## src/rtl/kpt_pkg.sv

```systemverilog
package kpt_pkg;

    localparam int unsigned KPT_ADDR_W = 32;
    localparam int unsigned KPT_DATA_W = 32;

    localparam logic [KPT_ADDR_W-1:0] KPT_KEY_ADDR = 32'hFFFF_0004;
    localparam logic [KPT_ADDR_W-1:0] KPT_TMR_ADDR = 32'hFFFF_0008;

    typedef enum logic [1:0] {
        SEL_NONE  = 2'd0,
        SEL_KEYS  = 2'd1,
        SEL_TIMER = 2'd2
    } kpt_sel_e;

endpackage

```

## src/rtl/kpt_key_filter.sv

```systemverilog
module kpt_key_filter #(
    parameter int unsigned DB_CYC = 16
) (
    input  logic clk_i,
    input  logic rst_i,
    input  logic raw_i,
    output logic sync_o,
    output logic level_o
);
    localparam int unsigned CNT_W = (DB_CYC < 2) ? 1 : $clog2(DB_CYC);
    localparam logic [CNT_W-1:0] CNT_LAST = CNT_W'(DB_CYC - 1);

    typedef struct packed {
        logic             meta;
        logic             sync;
        logic             level;
        logic [CNT_W-1:0] run;
    } flt_state_t;

    flt_state_t st_d, st_q;

    always_comb begin
        st_d      = st_q;
        st_d.meta = raw_i;
        st_d.sync = st_q.meta;
        if (st_q.sync != st_q.level) begin
            if (st_q.run == CNT_LAST) begin
                st_d.level = st_q.sync;
                st_d.run   = '0;
            end else begin
                st_d.run   = st_q.run + 1'b1;
            end
        end else begin
            st_d.run = '0;
        end
    end

    always_ff @(posedge clk_i) begin
        if (rst_i) begin
            st_q <= '0;
        end else begin
            st_q <= st_d;
        end
    end

    assign sync_o  = st_q.sync;
    assign level_o = st_q.level;

endmodule

```

## src/rtl/kpt_ms_timer.sv

```systemverilog
module kpt_ms_timer #(
    parameter int unsigned DIV   = 8,
    parameter int unsigned TMR_W = 32
) (
    input  logic             clk_i,
    input  logic             rst_i,
    output logic             tick_o,
    output logic [TMR_W-1:0] ms_o
);
    localparam int unsigned PS_W = (DIV < 2) ? 1 : $clog2(DIV);
    localparam logic [PS_W-1:0] PS_LAST = PS_W'(DIV - 1);

    typedef struct packed {
        logic [PS_W-1:0]  presc;
        logic [TMR_W-1:0] ms;
    } tmr_state_t;

    tmr_state_t st_d, st_q;
    logic       tick;

    always_comb begin
        st_d = st_q;
        tick = (st_q.presc == PS_LAST);
        if (tick) begin
            st_d.presc = '0;
            st_d.ms    = st_q.ms + 1'b1;
        end else begin
            st_d.presc = st_q.presc + 1'b1;
        end
    end

    always_ff @(posedge clk_i) begin
        if (rst_i) begin
            st_q <= '0;
        end else begin
            st_q <= st_d;
        end
    end

    assign tick_o = tick;
    assign ms_o   = st_q.ms;

endmodule

```

## src/rtl/kpt_bus_decode.sv

```systemverilog
module kpt_bus_decode
    import kpt_pkg::*;
#(
    parameter int unsigned                 NUM_KEYS = 8,
    parameter int unsigned                 TMR_W    = 32,
    parameter logic [KPT_ADDR_W-1:0]       KEY_ADDR = KPT_KEY_ADDR,
    parameter logic [KPT_ADDR_W-1:0]       TMR_ADDR = KPT_TMR_ADDR
) (
    input  logic [KPT_ADDR_W-1:0] addr_i,
    input  logic                  rd_en_i,
    input  logic [NUM_KEYS-1:0]   keys_i,
    input  logic [TMR_W-1:0]      ms_i,
    output logic [KPT_DATA_W-1:0] rd_data_o
);
    kpt_sel_e sel;

    always_comb begin
        sel = SEL_NONE;
        if (rd_en_i) begin
            if (addr_i == KEY_ADDR) begin
                sel = SEL_KEYS;
            end else if (addr_i == TMR_ADDR) begin
                sel = SEL_TIMER;
            end
        end
    end

    always_comb begin
        rd_data_o = '0;
        unique case (sel)
            SEL_KEYS:  rd_data_o = KPT_DATA_W'(keys_i);
            SEL_TIMER: rd_data_o = KPT_DATA_W'(ms_i);
            default:   rd_data_o = '0;
        endcase
    end

endmodule

```

## src/rtl/kpt_io_periph.sv

```systemverilog
module kpt_io_periph
    import kpt_pkg::*;
#(
    parameter int unsigned CLK_HZ      = 50_000_000,
    parameter int unsigned DEBOUNCE_MS = 10,
    parameter int unsigned NUM_KEYS    = 8,
    parameter int unsigned TMR_W       = 32
) (
    input  logic                  clk_i,
    input  logic                  rst_i,
    input  logic [KPT_ADDR_W-1:0] bus_addr_i,
    input  logic                  bus_rd_en_i,
    input  logic                  bus_wr_en_i,
    input  logic [KPT_DATA_W-1:0] bus_wr_data_i,
    output logic [KPT_DATA_W-1:0] bus_rd_data_o,
    input  logic [NUM_KEYS-1:0]   keys_raw_i
);
    localparam int unsigned DIV    = CLK_HZ / 1000;
    localparam int unsigned DB_CYC = DIV * DEBOUNCE_MS;

    logic [NUM_KEYS-1:0] key_sync;
    logic [NUM_KEYS-1:0] key_level;
    logic                ms_tick;
    logic [TMR_W-1:0]    ms_count;

    for (genvar k = 0; k < NUM_KEYS; k++) begin : g_key
        kpt_key_filter #(
            .DB_CYC (DB_CYC)
        ) i_filter (
            .clk_i   (clk_i),
            .rst_i   (rst_i),
            .raw_i   (keys_raw_i[k]),
            .sync_o  (key_sync[k]),
            .level_o (key_level[k])
        );
    end

    kpt_ms_timer #(
        .DIV   (DIV),
        .TMR_W (TMR_W)
    ) i_timer (
        .clk_i  (clk_i),
        .rst_i  (rst_i),
        .tick_o (ms_tick),
        .ms_o   (ms_count)
    );

    kpt_bus_decode #(
        .NUM_KEYS (NUM_KEYS),
        .TMR_W    (TMR_W)
    ) i_decode (
        .addr_i    (bus_addr_i),
        .rd_en_i   (bus_rd_en_i),
        .keys_i    (key_level),
        .ms_i      (ms_count),
        .rd_data_o (bus_rd_data_o)
    );

endmodule

```

## config.mk

```make
export PLATFORM = sky130hd
export DESIGN_NAME = kpt_io_periph
export DESIGN_NICKNAME = d
export VERILOG_FILES = /design/src/rtl/kpt_pkg.sv /design/src/rtl/kpt_key_filter.sv /design/src/rtl/kpt_ms_timer.sv /design/src/rtl/kpt_bus_decode.sv /design/src/rtl/kpt_io_periph.sv
export SDC_FILE = /design/constraint.sdc
export NUM_CORES = 1
export LEC_CHECK = 0
export ABC_AREA = 0
export BUFFER_PORTS_ARGS = -buffer_cell sky130_fd_sc_hd__clkbuf_2
export CAP_MARGIN = 20
export CORE_MARGIN = 5
export CORE_UTILIZATION = 55
export DETAILED_ROUTE_END_ITERATION = 10
export GPL_ROUTABILITY_DRIVEN = 0
export GPL_TIMING_DRIVEN = 0
export PLACE_DENSITY = 0.81
export SLEW_MARGIN = 0
export SYNTH_ARGS = -nofsm -noshare
export SYNTH_HDL_FRONTEND = slang
export SYNTH_SLANG_ARGS = --single-unit
```

## constraint.sdc

```tcl
create_clock -name clk_i -period 2.5 [get_ports clk_i]
set_input_delay 0.375 -clock clk_i [delete_from_list [all_inputs] [get_ports clk_i]]
set_output_delay 0.375 -clock clk_i [all_outputs]
set_load 0.01 [all_outputs]
```

==> flow_metrics.env, run 1 <==
export IMPL_run_status="complete, no violations"
export IMPL_area_taken_by_multi_input_logic_gates_um2=5705
export IMPL_hold_path_startpoint="keys_raw_i[3]"
export IMPL_insertion_delay_ns=0.51
export IMPL_syn_area_per_cell_um2=8.565
export IMPL_dpl_cell_count=1528
export IMPL_finalSetupViolations=0
export IMPL_ys_warn_count=0
export IMPL_max_slew_worst_pin_slew_ns=0.7124
export IMPL_fill_cells=1527
export IMPL_critPathRequiredTime_ns=2.12
export IMPL_ys_seq_area_frac=0.4292
export IMPL_post_route_cells_drive_above_1_share=0.1286
export IMPL_min_period_ns=2.425
export IMPL_power_density_cell_area_nw_per_um2=615.0
export IMPL_hold_path_cell_count=2
export IMPL_fin_crit_sh=0.9700
export IMPL_ys_ff_latch=224
export IMPL_place_detailed_hpwl_um=16360
export IMPL_dr_total_vias=9129
export IMPL_finish_net_count=1407
export IMPL_finish_instance_area_um2=12060
export IMPL_cts_root_to_sink_buffers=3
export IMPL_route_detailed_wl_per_inst_um=14.87
export IMPL_reg2reg_setup_slack_ns=0.25
export IMPL_synth_net_count=1306
export IMPL_fp_dieArea_um2=21850
export IMPL_fin_hold_ws_ns=0.09246
export IMPL_layout_cells_excl_fill=1571
export IMPL_tritoncts_clock_tree="built"
export IMPL_hold_violations=0
export IMPL_top_level_ports=108
export IMPL_leakagePower_uw=0.003802
export IMPL_holdPathEnd="g_key[3].i_filter.st_d[20]$_SDFF_PP0_"
export IMPL_synth_cell_type_count=42
export IMPL_floorplan_core_area_um2=18710
export IMPL_slew_headroom=0.5250
export IMPL_count_of_routing_violations_after_the_opening_detailed_route_iteration=473
export IMPL_drv_slew=0
export IMPL_synth_cell_area_um2=10450
export IMPL_synth_compound_area_share=0.08789
export IMPL_min_path_type="in2reg"
export IMPL_cts_hold_buffers_added=0
export IMPL_synthTopCellsByArea="sky130_fd_sc_hd__dfxtp_1 (43%), sky130_fd_sc_hd__nor2_1 (5.7%), sky130_fd_sc_hd__xnor2_1 (5.4%)"
export IMPL_synth_enable_flop_cells=0
export IMPL_grt_ovf=0
export IMPL_route_detailed_drc=0
export IMPL_grt_first_pass_wirelength_um=39590
export IMPL_portBuffers=74
export IMPL_maximum_number_of_pins_on_one_net_before_global_route_repair=14
export IMPL_worstSetupEndpointType="output pin"
export IMPL_cp_data_arrival_time_ns=2.05
export IMPL_clock_skew_final_ns=0.01023
export IMPL_die_height_um=147.8
export IMPL_die_width_um=147.8
export IMPL_grt_antenna_before_repair=0
export IMPL_worst_r2r_startpoint="i_timer.st_q[32]$_SDFF_PP0_"
export IMPL_pre_cts_slack_ns=-0.2953
export IMPL_dpl_instance_area_um2=11110
export IMPL_dominant_combinational_cell_family_by_area_after_synthesis="simple AND/OR/NAND/NOR gates"
export IMPL_cts_buffers_inserted=24
export IMPL_synthCells=1220
export IMPL_muxShareOfSynthArea=0.01293
export IMPL_area_growth_syn_to_layout_pct=15.39
export IMPL_ir_worst_vdd_mv=0.4843
export IMPL_rows=50
export IMPL_reg2reg_depth=7
export IMPL_path_class="in2out"
export IMPL_synthFlopType="sky130_fd_sc_hd__dfxtp_1"
export IMPL_routed_wirelength_um=23370
export IMPL_yosys_area_share_simple=0.3293
export IMPL_seq_area_um2=4484
export IMPL_drt_antenna_violating_nets=0
export IMPL_initial_core_util=0.5586
export IMPL_fin_setup_tns_ns=0
export IMPL_kind_of_launch_point_of_the_worst_setup_path="input port"
export IMPL_drtPass1Iterations=5
export IMPL_clock_sinks=224
export IMPL_antenna_diode_count=0
export IMPL_post_synthesis_share_of_cell_area_spent_on_xor_and_xnor_gates=0.09807
export IMPL_first_global_vias=8636
export IMPL_timing_critical_path_fanout_max=5
export IMPL_clkTransAtPathRegs_ns=0.05
export IMPL_drv_cap=0
export IMPL_postSynth_asyncResetShare=0
export IMPL_cts_root_cell="sky130_fd_sc_hd__clkbuf_16"
export IMPL_biggest_area_consumer_among_synthesized_cells="sky130_fd_sc_hd__dfxtp_1"
export IMPL_layout_setup_ws_ns=0.07493
export IMPL_post_synth_fa_ha_maj_area_fraction=0.01197
export IMPL_vias_per_cell=5.811
export IMPL_cts_htree_levels=1
export IMPL_reg2reg_to="i_timer.ms_o[23]$_SDFFE_PP0P_"
export IMPL_achievable_frequency_mhz=412.4
export IMPL_netlist_area_leader_share=0.4292
export IMPL_global_route_usage_total=0.2091
[sequential cells by signal, indices dropped and copies added (netlist names)]
| signal | count |
|---|---|
| g_key.i_filter.level_o | 8 |
| g_key.i_filter.sync_o | 8 |
| i_timer.ms_o | 32 |
| i_timer.st_q | 16 |
| g_key.i_filter.st_q | 152 |
| g_key.i_filter.st_d | 8 |
[metrics by stage]
step / utilization / total power (µW)
6_report: 0.6445 / 7415
4_1_cts: 0.6435 / 7466
3_3_place_gp: 0.5940 / 3814
2_1_floorplan: - / 3752
5_1_grt: 0.6445 / 7634
3_5_place_dp: 0.5940 / 3817
[worst max-delay path by stage]
stage               cells past startpoint           start  slack (ns)           endpoint
global placement                        7  bus_addr_i[13]       -0.29   bus_rd_data_o[7]
CTS                                     7  bus_addr_i[13]       0.001  bus_rd_data_o[15]
detailed placement                      7  bus_addr_i[13]       -0.30   bus_rd_data_o[7]
global route                            7   bus_addr_i[0]      -0.004  bus_rd_data_o[29]
finish                                  7   bus_addr_i[0]        0.07   bus_rd_data_o[2]
floorplan                               5  bus_addr_i[13]        0.19  bus_rd_data_o[10]
[synth_stat cells, types with 33 or more instances]
library cell and count:
sky130_fd_sc_hd__nand3_1 80, sky130_fd_sc_hd__nand2_1 61, sky130_fd_sc_hd__o31ai_1 34, sky130_fd_sc_hd__xor2_1 52, sky130_fd_sc_hd__nor2_1 159, sky130_fd_sc_hd__nand4_1 50
sky130_fd_sc_hd__a21oi_1 69, sky130_fd_sc_hd__or4_1 40, sky130_fd_sc_hd__o21ai_0 33, sky130_fd_sc_hd__inv_1 40, sky130_fd_sc_hd__or3_1 44, sky130_fd_sc_hd__xnor2_1 65
sky130_fd_sc_hd__nor4_1 35, sky130_fd_sc_hd__dfxtp_1 224
[per-layer routing]
metal	share of wire	wire [µm]	vias to the layer above	GRT usage
met5	0	0	-	0
met4	0.024	564	0	0.05958
met3	0.048	1110	42	0.03280
met2	0.48	11140	222	0.3655
met1	0.45	10550	4265	0.2688
li1	-	-	4600	-
[placed cells by master, fill, tap and decap left out, drive strengths merged, types with 35 or more instances in the layout]
| master | Yosys | layout |
|---|---|---|
| dfxtp | 224 | 224 |
| nor2 | 159 | 159 |
| clkbuf | 32 | 143 |
| nand3 | 80 | 80 |
| a21oi | 69 | 69 |
| xnor2 | 65 | 65 |
| nand2 | 61 | 61 |
| xor2 | 52 | 52 |
| nand4 | 50 | 50 |
| or3 | 44 | 44 |
| or4 | 41 | 41 |
| inv | 40 | 40 |
| nor4 | 35 | 35 |
[cell type report]
class                   instances  share of cell area
clock inverters                 5            0.006227
plain buffers                  42             0.01692
repair buffers                 75             0.03186
inverters                      40             0.01245
multi-input cells             914              0.4732
flip-flops and latches        224              0.3719
well taps                     234             0.02428
clock buffers                  37             0.06310
[logic make-up (layout without fill, tap and decap cells)]
kind of cell,Yosys count,after routing
simple gates,622,622
flops,224,224
compound gates,153,153
xor+xnor,117,117
buf+inv,82,199
mux,12,12
fa+ha+maj,10,10
[power breakdown]
part	total (µW)	internal (µW)	switching, µW
registers	3600	3590	12.4
clock network	3670	2280	1390
logic	140	55.5	84.1
total	7420	5930	1490
[worst max-delay path: stages]
cell and delay, ns:
sky130_fd_sc_hd__clkbuf_2 0.08, sky130_fd_sc_hd__or4_1 0.55, sky130_fd_sc_hd__nor4_2 0.28, sky130_fd_sc_hd__nand3_2 0.22
sky130_fd_sc_hd__clkbuf_8 0.22, sky130_fd_sc_hd__nor2_2 0.16, sky130_fd_sc_hd__clkbuf_2 0.16
[timing repair]
action	in CTS	in global routing
pin swaps	3	2
hold endpoints to repair	0	0
gates cloned	1	0
gates resized for setup	22	9
setup buffers	0	0
endpoints found under the setup margin	31	50
Note: power is estimated with default switching activity, not from simulation.
==> inputs of run 2 (changes only) <==
Settings changed: CORE_MARGIN 5 to 2.
==> flow_metrics.env, run 2 (synthesized netlist as in run 1, its figures left out) <==
export IMPL_ir_worst_vdd_mv=0.6405
export IMPL_power_density_cell_area_nw_per_um2=598.0
export IMPL_worstSetupEndpointType="output pin"
export IMPL_slew_headroom=0.5549
export IMPL_critical_path_endpoint="bus_rd_data_o[15]"
export IMPL_crit_path_start="bus_addr_i[0]"
export IMPL_finish_net_count=1405
export IMPL_maximum_number_of_pins_on_one_net_before_global_route_repair=15
export IMPL_drv_cap=0
export IMPL_reg2reg_depth=7
export IMPL_die_width_um=141.8
export IMPL_path_class="in2out"
export IMPL_power_frac_clock=0.474
export IMPL_clkTransAtPathRegs_ns=0.06
export IMPL_run_status="complete, no violations"
export IMPL_leakagePower_uw=0.003736
export IMPL_routed_wirelength_um=23050
export IMPL_clock_sinks=224
export IMPL_layout_cells_excl_fill=1567
export IMPL_route_detailed_drc=0
export IMPL_fp_dieArea_um2=20120
export IMPL_global_route_usage_total=0.2265
export IMPL_drt_antenna_violating_nets=0
export IMPL_seq_area_um2=4484
export IMPL_fill_cells=1541
export IMPL_insertion_delay_ns=0.50
export IMPL_worst_r2r_startpoint="i_timer.st_q[32]$_SDFF_PP0_"
export IMPL_seq_power_share=0.506
export IMPL_top_level_ports=108
export IMPL_drv_slew=0
export IMPL_cp_data_arrival_time_ns=2.02
export IMPL_p_sw_frac=0.2066
export IMPL_min_period_ns=2.397
export IMPL_final_cell_mix="sky130_fd_sc_hd__dfxtp_1 (224), sky130_fd_sc_hd__nor2_1 (158), sky130_fd_sc_hd__nand3_1 (80)"
export IMPL_floorplan_core_area_um2=18640
export IMPL_die_height_um=141.8
export IMPL_initial_core_util=0.5605
export IMPL_antenna_diode_count=0
export IMPL_fin_crit_sh=0.9588
export IMPL_timing_critical_path_fanout_max=10
export IMPL_area_growth_syn_to_layout_pct=13.93
export IMPL_total_switching_power_uw=1471
export IMPL_vias_per_cell=5.788
export IMPL_grt_ovf=0
export IMPL_finalSetupViolations=0
export IMPL_achievable_frequency_mhz=417.2
export IMPL_min_path_type="in2reg"
export IMPL_internal_power_uw=5648
export IMPL_final_common_cell="sky130_fd_sc_hd__dfxtp_1"
export IMPL_power_frac_comb=0.020
export IMPL_dr_total_vias=9070
export IMPL_kind_of_launch_point_of_the_worst_setup_path="input port"
export IMPL_count_of_routing_violations_after_the_opening_detailed_route_iteration=507
export IMPL_dpl_cell_count=1528
export IMPL_fin_setup_tns_ns=0
export IMPL_cts_htree_levels=1
export IMPL_tritoncts_clock_tree="built"
export IMPL_layout_setup_ws_ns=0.1029
export IMPL_fin_hold_ws_ns=0.08405
export IMPL_hold_path_startpoint="keys_raw_i[1]"
export IMPL_largest_register_ffs=152
export IMPL_area_taken_by_multi_input_logic_gates_um2=5677
export IMPL_grt_antenna_before_repair=0
export IMPL_clock_skew_final_ns=0.01328
export IMPL_post_route_cells_drive_above_1_share=0.1193
export IMPL_pre_cts_slack_ns=-0.2934
export IMPL_rows=50
export IMPL_hold_violations=0
export IMPL_cts_hold_buffers_added=0
export IMPL_max_slew_worst_pin_slew_ns=0.6676
export IMPL_reg2reg_to="i_timer.ms_o[23]$_SDFFE_PP0P_"
export IMPL_cts_root_to_sink_buffers=3
export IMPL_critPathRequiredTime_ns=2.12
export IMPL_grt_first_pass_wirelength_um=38570
export IMPL_route_detailed_wl_per_inst_um=14.71
export IMPL_first_global_vias=8428
export IMPL_place_detailed_hpwl_um=16170
export IMPL_registers_top_by_ff_count="g_key.i_filter.st_q"
export IMPL_cts_buffers_inserted=23
export IMPL_rsz0062_at_grt="no"
export IMPL_drtPass1Iterations=6
export IMPL_cts_root_cell="sky130_fd_sc_hd__clkbuf_16"
export IMPL_reg2reg_setup_slack_ns=0.25
export IMPL_portBuffers=74
==> run 2: changes by cell type in the layout (fill, tap and decap cells not counted), moves of 2 or more <==
cell                         previous run  this run
sky130_fd_sc_hd__clkinv_2               3         6
sky130_fd_sc_hd__nor2_1               151       158
sky130_fd_sc_hd__clkbuf_16             25        23
sky130_fd_sc_hd__clkbuf_8              12         4
sky130_fd_sc_hd__clkinvlp_4             0         2
sky130_fd_sc_hd__nor2_2                 8         1
==> run 2: per-stage QoR <==
step	util	instance area (µm²)	power, µW
floorplan	-	10450	3752
global placement	0.5960	11110	3815
detailed placement	0.5960	11110	3818
CTS	0.6371	11880	7190
global route	0.6385	11900	7338
finish	0.6385	11900	7118
==> run 2: area by class of cell <==
type | instances | share of cell area
clock buffers | 29 | 0.05361
inverters | 40 | 0.01261
well taps | 234 | 0.02460
multi-input cells | 914 | 0.4769
plain buffers | 42 | 0.01566
clock inverters | 10 | 0.008829
flip-flops and latches | 224 | 0.3767
repair buffers | 74 | 0.03111
==> run 2: power groups by stage <==
| stage | sequential [µW] | combinational [µW] | clock, µW |
|---|---|---|---|
| floorplan | 3680 | 73.8 | 0 |
| finish | 3600 | 141 | 3380 |
| global placement | 3680 | 135 | 0 |
| global route | 3600 | 157 | 3580 |
| CTS | 3600 | 139 | 3450 |
| detailed placement | 3680 | 138 | 0 |
==> run 2: worst max-delay path, cell delays in order <==
cell and delay, ns:
sky130_fd_sc_hd__clkbuf_2 0.08, sky130_fd_sc_hd__or4_1 0.51, sky130_fd_sc_hd__nor4_1 0.30, sky130_fd_sc_hd__nand3_1 0.18, sky130_fd_sc_hd__buf_4 0.22, sky130_fd_sc_hd__nor3_1 0.18
sky130_fd_sc_hd__clkbuf_2 0.18
==> run 2: what timing repair did <==
action,CTS,global route
setup endpoints to repair,30,50
resized for setup,8,10
pin swaps,2,3
buffers inserted,0,0
==> run 2: worst min path at each step <==
stage	to	slack [ns]	depth (start not counted)
2_1_floorplan	g_key[0].i_filter.sync_o$_SDFF_PP0_	0.41	1
5_1_grt	g_key[1].i_filter.st_d[20]$_SDFF_PP0_	0.08	2
3_5_place_dp	g_key[0].i_filter.sync_o$_SDFF_PP0_	0.42	1
4_1_cts	g_key[1].i_filter.st_d[20]$_SDFF_PP0_	0.06	2
6_report	g_key[1].i_filter.st_d[20]$_SDFF_PP0_	0.08	2
3_3_place_gp	g_key[0].i_filter.sync_o$_SDFF_PP0_	0.42	1
==> run 2: per-layer routing <==
layer  GRT usage  wire, µm  up-vias
met3     0.03442      1262       36
li1            -         -     4597
met2      0.3861     10860      232
met5           0         0        -
met4     0.06737       510        0
met1      0.2983     10420     4205
==> inputs of run 3 (changes only) <==
Settings changed: CELL_PAD_IN_SITES_DETAIL_PLACEMENT set to 0, CELL_PAD_IN_SITES_GLOBAL_PLACEMENT set to 1, CORE_UTILIZATION 55 to 48, HOLD_SLACK_MARGIN set to 0.02, PLACE_DENSITY 0.81 to 0.91.
Clock period 2.5 ns to 3.08 ns, I/O delays scaled along.
==> flow_metrics.env, run 3 (synthesized netlist as in run 1, its figures left out) <==
export IMPL_grt_first_pass_wirelength_um=38810
export IMPL_drt_antenna_violating_nets=0
export IMPL_grt_antenna_before_repair=0
export IMPL_crit_family="simple AND/OR/NAND/NOR gates"
export IMPL_kind_of_launch_point_of_the_worst_setup_path="input port"
export IMPL_worst_path_most_repeated_cell="sky130_fd_sc_hd__clkbuf_2"
export IMPL_timing_critical_path_depth=7
export IMPL_first_global_vias=8164
export IMPL_hold_violations=0
export IMPL_power_density_cell_area_nw_per_um2=508.7
export IMPL_critical_path_endpoint="bus_rd_data_o[2]"
export IMPL_maximum_number_of_pins_on_one_net_before_global_route_repair=14
export IMPL_timing_critical_path_fanout_max=10
export IMPL_global_route_usage_total=0.2024
export IMPL_cts_htree_levels=1
export IMPL_count_of_routing_violations_after_the_opening_detailed_route_iteration=486
export IMPL_portBuffers=74
export IMPL_cts_root_to_sink_buffers=3
export IMPL_cp_data_arrival_time_ns=2.44
export IMPL_largest_register_ffs=152
export IMPL_antenna_diode_count=0
export IMPL_vias_per_cell=5.551
export IMPL_slew_headroom=0.5620
export IMPL_drv_cap=0
export IMPL_post_cts_repair_setup_buffers=0
export IMPL_min_path_type="in2reg"
export IMPL_leakagePower_uw=0.003768
export IMPL_reg2reg_to="g_key[7].i_filter.st_q[11]$_SDFF_PP0_"
export IMPL_path_class="in2out"
export IMPL_rsz0062_at_grt="no"
export IMPL_worst_r2r_startpoint="g_key[7].i_filter.st_q[0]$_SDFF_PP0_"
export IMPL_tritoncts_clock_tree="built"
export IMPL_floorplan_core_area_um2=21220
export IMPL_seq_area_um2=4484
export IMPL_max_slew_worst_pin_slew_ns=0.6526
export IMPL_cp_buffers_inverters=3
export IMPL_finish_net_count=1407
export IMPL_crit_path_cell_trace="clkbuf_2, or4b_2, nor4_2, nand3_1, clkbuf_2, nor2_1, clkbuf_2"
export IMPL_min_period_ns=2.907
export IMPL_route_detailed_wl_per_inst_um=14.39
export IMPL_cts_buffers_inserted=25
export IMPL_initial_core_util=0.4924
export IMPL_dr_total_vias=8937
export IMPL_final_common_cell="sky130_fd_sc_hd__dfxtp_1"
export IMPL_final_cell_mix="sky130_fd_sc_hd__dfxtp_1 (224), sky130_fd_sc_hd__nor2_1 (159), sky130_fd_sc_hd__nand3_1 (80)"
export IMPL_finalSetupViolations=0
export IMPL_crit_path_start="bus_addr_i[13]"
export IMPL_fill_cells=1933
export IMPL_cpPeakStageDelay_ns=0.68
export IMPL_area_growth_syn_to_layout_pct=15.06
export IMPL_fp_dieArea_um2=22960
export IMPL_cts_root_cell="sky130_fd_sc_hd__clkbuf_16"
export IMPL_fin_setup_tns_ns=0
export IMPL_clkTransAtPathRegs_ns=0.05
export IMPL_die_height_um=151.5
export IMPL_reg2reg_setup_slack_ns=0.70
export IMPL_cpMaxStageDelayCell="sky130_fd_sc_hd__or4b_2"
export IMPL_drv_slew=0
export IMPL_route_detailed_drc=0
export IMPL_insertion_delay_ns=0.53
export IMPL_reg2reg_depth=6
export IMPL_clock_skew_final_ns=0.01040
export IMPL_worstSetupEndpointType="output pin"
export IMPL_rows=53
export IMPL_die_width_um=151.5
export IMPL_place_detailed_hpwl_um=16440
export IMPL_grt_ovf=0
export IMPL_drtPass1Iterations=5
export IMPL_top_level_ports=108
export IMPL_clock_sinks=224
export IMPL_critPathRequiredTime_ns=2.62
export IMPL_ir_worst_vdd_mv=0.3841
export IMPL_post_route_cells_drive_above_1_share=0.1161
export IMPL_final_core_utilization=0.5666
export IMPL_fin_crit_sh=0.9437
export IMPL_registers_top_by_ff_count="g_key.i_filter.st_q"
export IMPL_achievable_frequency_mhz=344.0
export IMPL_run_status="complete, no violations"
export IMPL_routed_wirelength_um=23170
export IMPL_area_taken_by_multi_input_logic_gates_um2=5650
run 3: cell types whose count changed in the layout (fill, tap and decap cells not counted), moves of 2 or more:
cell,previous run,this run
sky130_fd_sc_hd__clkbuf_16,23,25
sky130_fd_sc_hd__bufinv_16,2,4
sky130_fd_sc_hd__clkinvlp_4,2,0
sky130_fd_sc_hd__clkinv_2,6,3
sky130_fd_sc_hd__clkbuf_2,75,77
sky130_fd_sc_hd__clkbuf_1,30,32
run 3: through the flow:
stage          power, µW  worst slack (ns)  std cells  area (µm²)  hold WS [ns]
2_1_floorplan       3045            0.5996       1220       10450        0.4138
4_1_cts             6179           0.01282       1610       12010        0.1387
5_1_grt             6311           0.06980       1610       12020        0.1504
3_5_place_dp        3099          -0.04011       1569       11160        0.4204
6_report            6116            0.1733       1610       12020        0.1502
3_3_place_gp        3097          -0.01090       1569       11160        0.4167
run 3: cell type report:
| cell class | instances | area share |
|---|---|---|
| Inverter | 40 | 0.01249 |
| Clock buffer | 33 | 0.05869 |
| Multi-Input combinational cell | 914 | 0.4700 |
| Buffer | 42 | 0.01447 |
| Tap cell | 275 | 0.02862 |
| Sequential cell | 224 | 0.3730 |
| Timing Repair Buffer | 74 | 0.03080 |
| Clock inverter | 8 | 0.01197 |
run 3: power by group:
| group | switching [µW] | internal (µW) |
|---|---|---|
| combinational | 65.8 | 44.4 |
| sequential | 9.88 | 2910 |
| clock | 1150 | 1930 |
| total | 1230 | 4890 |
run 3: how the worst min path moves through the flow:
stage | start | slack, ns | depth (start not counted) | to
final | keys_raw_i[4] | 0.15 | 2 | g_key[4].i_filter.st_d[20]$_SDFF_PP0_
after global routing | keys_raw_i[4] | 0.15 | 2 | g_key[4].i_filter.st_d[20]$_SDFF_PP0_
after CTS | keys_raw_i[2] | 0.14 | 2 | g_key[2].i_filter.st_d[20]$_SDFF_PP0_
after detailed placement | g_key[3].i_filter.st_d[20]$_SDFF_PP0_ | 0.42 | 1 | g_key[3].i_filter.sync_o$_SDFF_PP0_
after global placement | g_key[6].i_filter.st_d[20]$_SDFF_PP0_ | 0.42 | 1 | g_key[6].i_filter.sync_o$_SDFF_PP0_
after floorplan | g_key[0].i_filter.st_d[20]$_SDFF_PP0_ | 0.41 | 1 | g_key[0].i_filter.sync_o$_SDFF_PP0_
run 3: layer usage:
metal	part of all wire	vias up	GRT usage
li1	-	4584	-
met1	0.48	4150	0.2783
met2	0.46	170	0.3380
met3	0.043	33	0.02725
met4	0.021	0	0.04954
met5	0	-	0
run 3: timing repair:
action                     4_1_cts  5_1_grt
gates resized for setup          1        5
cloned                           0        0
setup endpoints to repair        2       20
hold buffers                     0        0
run 3: worst reg2reg max path, delay by kind of cell, from the launching register on:
kind	cells	cell delay [ns]
buffers and inverters	1	0.44
adder cells (fa/ha/maj)	1	0.22
AND/OR/NAND/NOR	3	0.70
AO/OA/AOI/OAI	1	0.53
flip-flops	1	0.37
